<file path="config.mk">
export PLATFORM = sky130hd
export DESIGN_NAME = evtimer_top
export DESIGN_NICKNAME = d
export VERILOG_FILES = /design/src/rtl/evt_pkg.sv /design/src/rtl/evt_pin_front.sv /design/src/rtl/evt_ctrl_regs.sv /design/src/rtl/evt_count_core.sv /design/src/rtl/evtimer_top.sv
export SDC_FILE = /design/constraint.sdc
export NUM_CORES = 1
export LEC_CHECK = 0
export ABC_AREA = 1
export BUFFER_PORTS_ARGS = -buffer_cell sky130_fd_sc_hd__buf_2
export CAP_MARGIN = 25
export CORE_UTILIZATION = 55
export DETAILED_ROUTE_END_ITERATION = 7
export PLACE_DENSITY_LB_ADDON = 0.15
export RECOVER_POWER = 25
export SKIP_LAST_GASP = 1
export SLEW_MARGIN = 10
export SYNTH_ARGS = -nofsm -noshare
export SYNTH_HDL_FRONTEND = slang
export SYNTH_SLANG_ARGS = --single-unit
</file>
<file path="constraint.sdc">
create_clock -name clk -period 3.9 [get_ports clk]
set_input_delay 0.78 -clock clk [delete_from_list [all_inputs] [get_ports clk]]
set_output_delay 0.78 -clock clk [all_outputs]
set_load 0.02 [all_outputs]
</file>
<file path="src/rtl/evt_pkg.sv">
package evt_pkg;

  typedef enum logic [1:0] {
    MODE_OFF   = 2'b00,
    MODE_EVENT = 2'b01,
    MODE_TIMER = 2'b10,
    MODE_PULSE = 2'b11
  } evt_mode_e;

  localparam int ADDR_W = 2;

  localparam logic [ADDR_W-1:0] A_CTRL = 2'd0;
  localparam logic [ADDR_W-1:0] A_PRE  = 2'd1;
  localparam logic [ADDR_W-1:0] A_CNT  = 2'd2;
  localparam logic [ADDR_W-1:0] A_FLAG = 2'd3;

  // control bit positions
  localparam int B_EDGE  = 3;
  localparam int B_RUN   = 4;
  localparam int B_MODE0 = 6;
  localparam int B_MODE1 = 7;

endpackage

</file>
<file path="src/rtl/evt_pin_front.sv">
module evt_pin_front #(
  parameter int SYNC_STAGES = 2
) (
  input  logic clk,
  input  logic rst,
  input  logic pin_async,
  input  logic edge_sel,
  output logic act_edge,
  output logic ret_edge
);
  localparam int LAST = SYNC_STAGES - 1;

  logic [SYNC_STAGES-1:0] sync_q;
  logic                   prev_q;

  genvar g;
  generate
    for (g = 0; g < SYNC_STAGES; g++) begin : g_sync
      if (g == 0) begin : g_first
        always_ff @(posedge clk) begin
          if (rst) sync_q[g] <= 1'b0;
          else     sync_q[g] <= pin_async;
        end
      end else begin : g_rest
        always_ff @(posedge clk) begin
          if (rst) sync_q[g] <= 1'b0;
          else     sync_q[g] <= sync_q[g-1];
        end
      end
    end
  endgenerate

  always_ff @(posedge clk) begin
    if (rst) prev_q <= 1'b0;
    else     prev_q <= sync_q[LAST];
  end

  logic rise, fall;
  always_comb begin
    rise     = sync_q[LAST] & ~prev_q;
    fall     = ~sync_q[LAST] & prev_q;
    act_edge = edge_sel ? fall : rise;
    ret_edge = edge_sel ? rise : fall;
  end

endmodule

</file>
<file path="src/rtl/evt_ctrl_regs.sv">
module evt_ctrl_regs
  import evt_pkg::*;
#(
  parameter int CNT_W = 16
) (
  input  logic              clk,
  input  logic              rst,
  input  logic [ADDR_W-1:0] bus_addr,
  input  logic              bus_wr,
  input  logic [CNT_W-1:0]  bus_wdata,
  input  logic [CNT_W-1:0]  cnt,
  input  logic              ovf,
  input  logic              hw_stop,
  input  logic              int_en,
  output evt_mode_e         mode,
  output logic              run,
  output logic              edge_sel,
  output logic [CNT_W-1:0]  preload,
  output logic              flag,
  output logic              irq,
  output logic              cnt_wr,
  output logic              pre_load,
  output logic [CNT_W-1:0]  rdata
);
  logic ctrl_wr, pre_wr, flag_wr;

  always_comb begin
    ctrl_wr  = bus_wr && (bus_addr == A_CTRL);
    pre_wr   = bus_wr && (bus_addr == A_PRE);
    flag_wr  = bus_wr && (bus_addr == A_FLAG);
    cnt_wr   = bus_wr && (bus_addr == A_CNT);
    pre_load = pre_wr && !run;
  end

  always_ff @(posedge clk) begin
    if (rst) begin
      mode     <= MODE_OFF;
      run      <= 1'b0;
      edge_sel <= 1'b0;
    end else if (ctrl_wr) begin
      mode     <= evt_mode_e'(bus_wdata[B_MODE1:B_MODE0]);
      run      <= bus_wdata[B_RUN];
      edge_sel <= bus_wdata[B_EDGE];
    end else if (hw_stop) begin
      run      <= 1'b0;
    end
  end

  always_ff @(posedge clk) begin
    if (rst)         preload <= '0;
    else if (pre_wr) preload <= bus_wdata;
  end

  always_ff @(posedge clk) begin
    if (rst)                         flag <= 1'b0;
    else if (ovf)                    flag <= 1'b1;
    else if (flag_wr && !bus_wdata[0]) flag <= 1'b0;
  end

  always_ff @(posedge clk) begin
    if (rst) irq <= 1'b0;
    else     irq <= flag & int_en;
  end

  logic [CNT_W-1:0] rd_mux;
  always_comb begin
    rd_mux = '0;
    unique case (bus_addr)
      A_CTRL: begin
        rd_mux[B_MODE1:B_MODE0] = mode;
        rd_mux[B_RUN]           = run;
        rd_mux[B_EDGE]          = edge_sel;
      end
      A_PRE:   rd_mux = preload;
      A_CNT:   rd_mux = cnt;
      default: rd_mux[0] = flag;
    endcase
  end

  always_ff @(posedge clk) begin
    if (rst) rdata <= '0;
    else     rdata <= rd_mux;
  end

endmodule

</file>
<file path="src/rtl/evt_count_core.sv">
module evt_count_core
  import evt_pkg::*;
#(
  parameter int CNT_W = 16
) (
  input  logic             clk,
  input  logic             rst,
  input  evt_mode_e        mode,
  input  logic             run,
  input  logic             act_edge,
  input  logic             ret_edge,
  input  logic             tick,
  input  logic [CNT_W-1:0] preload,
  input  logic             cnt_wr,
  input  logic             pre_load,
  input  logic [CNT_W-1:0] wdata,
  output logic [CNT_W-1:0] cnt,
  output logic             ovf,
  output logic             hw_stop,
  output logic             meas
);
  logic inc, at_max, bus_load;

  always_comb begin
    unique case (mode)
      MODE_EVENT: inc = run & act_edge;
      MODE_TIMER: inc = run & tick;
      MODE_PULSE: inc = meas & tick & ~ret_edge;
      default:    inc = 1'b0;
    endcase
    at_max   = &cnt;
    bus_load = cnt_wr | pre_load;
    ovf      = inc & at_max & ~bus_load;
    hw_stop  = meas & ret_edge & run & (mode == MODE_PULSE);
  end

  always_ff @(posedge clk) begin
    if (rst)           cnt <= '0;
    else if (bus_load) cnt <= wdata;
    else if (inc)      cnt <= at_max ? preload : cnt + 1'b1;
  end

  always_ff @(posedge clk) begin
    if (rst || !run || mode != MODE_PULSE) meas <= 1'b0;
    else if (!meas && act_edge)            meas <= 1'b1;
    else if (meas && ret_edge)             meas <= 1'b0;
  end

endmodule

</file>
<file path="src/rtl/evtimer_top.sv">
module evtimer_top
  import evt_pkg::*;
#(
  parameter int CNT_W       = 16,
  parameter int SYNC_STAGES = 2
) (
  input  logic              clk,
  input  logic              rst,
  input  logic              tick,
  input  logic              ext_pin,
  input  logic              int_en,
  input  logic [ADDR_W-1:0] bus_addr,
  input  logic              bus_wr,
  input  logic [CNT_W-1:0]  bus_wdata,
  output logic [CNT_W-1:0]  bus_rdata,
  output logic              irq
);
  evt_mode_e        mode_q;
  logic             run_q, edge_q, flag_q, meas_q;
  logic             act_edge, ret_edge, ovf, hw_stop, cnt_wr, pre_load;
  logic [CNT_W-1:0] preload_q, cnt_q;

  evt_pin_front #(.SYNC_STAGES(SYNC_STAGES)) u_pin (
    .clk(clk), .rst(rst), .pin_async(ext_pin), .edge_sel(edge_q),
    .act_edge(act_edge), .ret_edge(ret_edge)
  );

  evt_ctrl_regs #(.CNT_W(CNT_W)) u_regs (
    .clk(clk), .rst(rst), .bus_addr(bus_addr), .bus_wr(bus_wr),
    .bus_wdata(bus_wdata), .cnt(cnt_q), .ovf(ovf), .hw_stop(hw_stop),
    .int_en(int_en), .mode(mode_q), .run(run_q), .edge_sel(edge_q),
    .preload(preload_q), .flag(flag_q), .irq(irq), .cnt_wr(cnt_wr),
    .pre_load(pre_load), .rdata(bus_rdata)
  );

  evt_count_core #(.CNT_W(CNT_W)) u_core (
    .clk(clk), .rst(rst), .mode(mode_q), .run(run_q),
    .act_edge(act_edge), .ret_edge(ret_edge), .tick(tick),
    .preload(preload_q), .cnt_wr(cnt_wr), .pre_load(pre_load),
    .wdata(bus_wdata), .cnt(cnt_q), .ovf(ovf), .hw_stop(hw_stop),
    .meas(meas_q)
  );

endmodule

</file>
==> flow_summary.json <==
{
  "finalHoldViolations": 0,
  "postCtsResizedCells": 0,
  "maxCapViolations": 0,
  "worstPathMaxFanout": 32,
  "ctsRootBufferMaster": "clkbuf_8",
  "crit_path_start_kind": "input port",
  "r2r_end": "u_core.cnt[2]",
  "async_reset_ff_share_pct": 0,
  "layout-drive-gt1-share_pct": 12.4,
  "finalSetupViolations": 0,
  "dp_hpwl_um": 5340,
  "cts_tree": "done",
  "cp_slowest_cell": "clkbuf_1",
  "grt_overflow": 0,
  "criticalPathCategory": "input port to register",
  "final_core_util_pct": 66.1,
  "met2WireLength_um": 3250,
  "crit_chain": "clkbuf_1, inv_1, clkbuf_1, nand2_1, a21oi_1",
  "endpoint_kind": "register",
  "die_h_um": 75.9,
  "total_power_mw": 1.32,
  "pwr-share-seq_pct": 48.3,
  "m1WireLength_um": 3450,
  "switching_share_pct": 25.6,
  "min_to": "u_pin.sync_q[1]",
  "post-cts-setup-buffers": 0,
  "reg2reg_slack_ns": 1.93,
  "final.setup.tns_ns": 0,
  "relSlewSlack_pct": 16.8,
  "worst_pin_slew_ns": 1.25,
  "vias": 2968,
  "critPathBufInv": 3,
  "r2r_cells": 11,
  "drtIter0Drc": 254,
  "min-delay-start": "u_pin.sync_q[0]",
  "synth_area_sq_um": 3000,
  "seqCellArea_sq_um": 1160,
  "cts_hold_buf": 0,
  "status": "completed",
  "critPathMaxStageDelay_ns": 0.92,
  "chipWidth_um": 75.9,
  "finClkSkew_ns": 0.00692,
  "place_area_sq_um": 3250,
  "wl_um": 7400,
  "power_frac_clock_pct": 41.4,
  "drc": 0,
  "wl_per_cell_um": 13.2,
  "fmax_mhz": 360,
  "grt_max_degree": 33,
  "antenna_found_initial": 0,
  "dp_cells": 548,
  "synthCells": 448,
  "htreeDepth": 3,
  "die_area_sq_um": 5760,
  "stdcell_area_sq_um": 3420,
  "topRoutingLayerUsed": "met4",
  "clk_latency_ns": 0.34,
  "synth_cell_type_count": 27,
  "clkTransAtPathRegs_ns": 0.07,
  "grtUsageTotal_pct": 27.2,
  "grt_pass1_vias": 2517,
  "synth_area_leaders": "dfxtp_1 39%, nand2_1 15%, o21ai_0 6.5%",
  "netlist.area_leader.share_pct": 38.7,
  "drt-vias-per-instance": 5.28,
  "ys_seq_area_share_pct": 38.7,
  "cp_common_cell": "clkbuf_1",
  "holdWs_ns": 0.405,
  "cp.arrival_ns": 3.03,
  "maxSlewViolCount": 0,
  "synth_top_area_cell": "dfxtp_1",
  "core_sq_um": 5170,
  "fillers": 507,
  "cts_sinks": 58,
  "io-pin-count": 41,
  "rows": 26,
  "rsz0062_at_grt": "no",
  "fin_nets": 522,
  "power.density_nw_per_um2": 387,
  "pre_cts_ws_ns": 0.830,
  "ys.flop_type": "dfxtp_1",
  "n_antenna_cell": 0,
  "start_util_pct": 58.0,
  "setup_ws_ns": 1.12,
  "synth_edf_count": 0,
  "period_needed_ns": 2.78,
  "reg2reg_from": "u_regs.mode[0]",
  "syn_avg_cell_area_sq_um": 6.70,
  "grt_pass1_wl_um": 11400,
  "instances_no_fill": 562,
  "irDropWorstVdd_v": 0.000231,
  "synth_fp_nets": 481,
  "port-buffer-count": 40,
  "leakagePower_nw": 1.51,
  "gp_congestion": 0.879,
  "synth_common_cells": "117 x nand2_1, 58 x dfxtp_1, 52 x inv_1",
  "hold_path.class": "register to register",
  "crit_family": "buffers and inverters",
  "synth_warnings": 0,
  "clockBufferDepth": 2,
  "hold_path_depth": 2,
  "cp.required_ns": 4.15,
  "numCtsBuffers": 9,
  "area_delta_synth_final_pct": 14.0,
  "multi_input_area_sq_um": 1560,
  "p_int_mw": 0.985,
  "yosys_register_bits": 58,
  "p_sw_mw": 0.339,
  "yosysMostFrequentCell": "nand2_1",
  "period_share_pct": 71.3,
  "wl_met3_um": 540,
  "comb_power_share_pct": 10.3,
  "drt-pass1-iter-count": 5,
  "ant_nets": 0
}
layer usage:
metal / track usage, % / vias up
met1: 36.8 / 1318
met3: 4.23 / 16
li1: - / 1515
met2: 43.1 / 119
met4: 11.7 / 0
met5: 0 / -
flip-flops by register name (all words and copies together), names as in the netlist:
register,count
u_regs.flag,1
u_regs.mode,2
u_regs.preload,16
u_regs.irq,1
u_pin.sync_q,2
u_core.cnt,16
u_core.meas,1
u_pin.prev_q,1
u_regs.run,1
u_regs.rdata,16
u_regs.edge_sel,1
cell families after synthesis:
| logic type | synth area share, % |
|---|---|
| AND/OR/NAND/NOR | 30.5 |
| AO/OA/AOI/OAI | 16.0 |
| buffers and inverters | 9.38 |
| flip-flops | 38.7 |
| adder cells (fa/ha/maj) | 3.75 |
| XOR/XNOR | 1.75 |
final cells by class:
| cell class | count | area share [%] |
|---|---|---|
| clock buffer | 11 | 4.43 |
| clock inverter | 3 | 1.17 |
| inverter | 56 | 6.14 |
| multi-input combinational | 320 | 45.6 |
| sequential | 58 | 33.9 |
| tap | 70 | 2.56 |
| timing repair buffer | 44 | 6.18 |
cells in the final DEF, fill, tap and decap left out, types with 4 or more instances in the layout:
cell      instances
nor2_1           48
a21oi_1          35
buf_2            28
dfxtp_1          58
nand3_1          35
o221ai_1          4
xor2_1            4
nand2_2           4
o21ai_1           7
o21ai_0          39
inv_1            52
nand2_1         117
clkbuf_1         13
ha_1              9
clkbuf_8         11
power by group through the flow:
stage	Clock (mW)	Combinational [mW]	Sequential (mW)
2_1_floorplan	0	0.0906	0.650
3_3_place_gp	0	0.133	0.651
3_5_place_dp	0	0.137	0.652
4_1_cts	0.552	0.137	0.639
5_1_grt	0.579	0.155	0.642
6_report	0.548	0.137	0.639
how the worst max path moves through the flow:
stage	startpoint	end	slack [ns]	cells past startpoint
6_report	rst	u_regs.rdata[9]	1.12	5
5_1_grt	rst	u_regs.rdata[15]	0.84	5
4_1_cts	bus_addr[0]	u_core.cnt[13]	1.17	12
3_5_place_dp	bus_addr[0]	u_core.cnt[13]	0.83	12
3_3_place_gp	bus_addr[0]	u_core.cnt[13]	0.97	12
2_1_floorplan	bus_addr[0]	u_core.cnt[13]	1.91	11
worst register-to-register path, cell delays in order, from the launching register on:
cell	delay (ns)
dfxtp_1	0.37
inv_1	0.09
ha_1	0.29
nand2_1	0.05
nor2_1	0.11
nand2_1	0.06
nand2_1	0.09
nand2_2	0.14
nand2_1	0.36
inv_1	0.14
nand2_1	0.09
a21oi_1	0.06
Note: power is estimated with default switching activity, not from simulation.
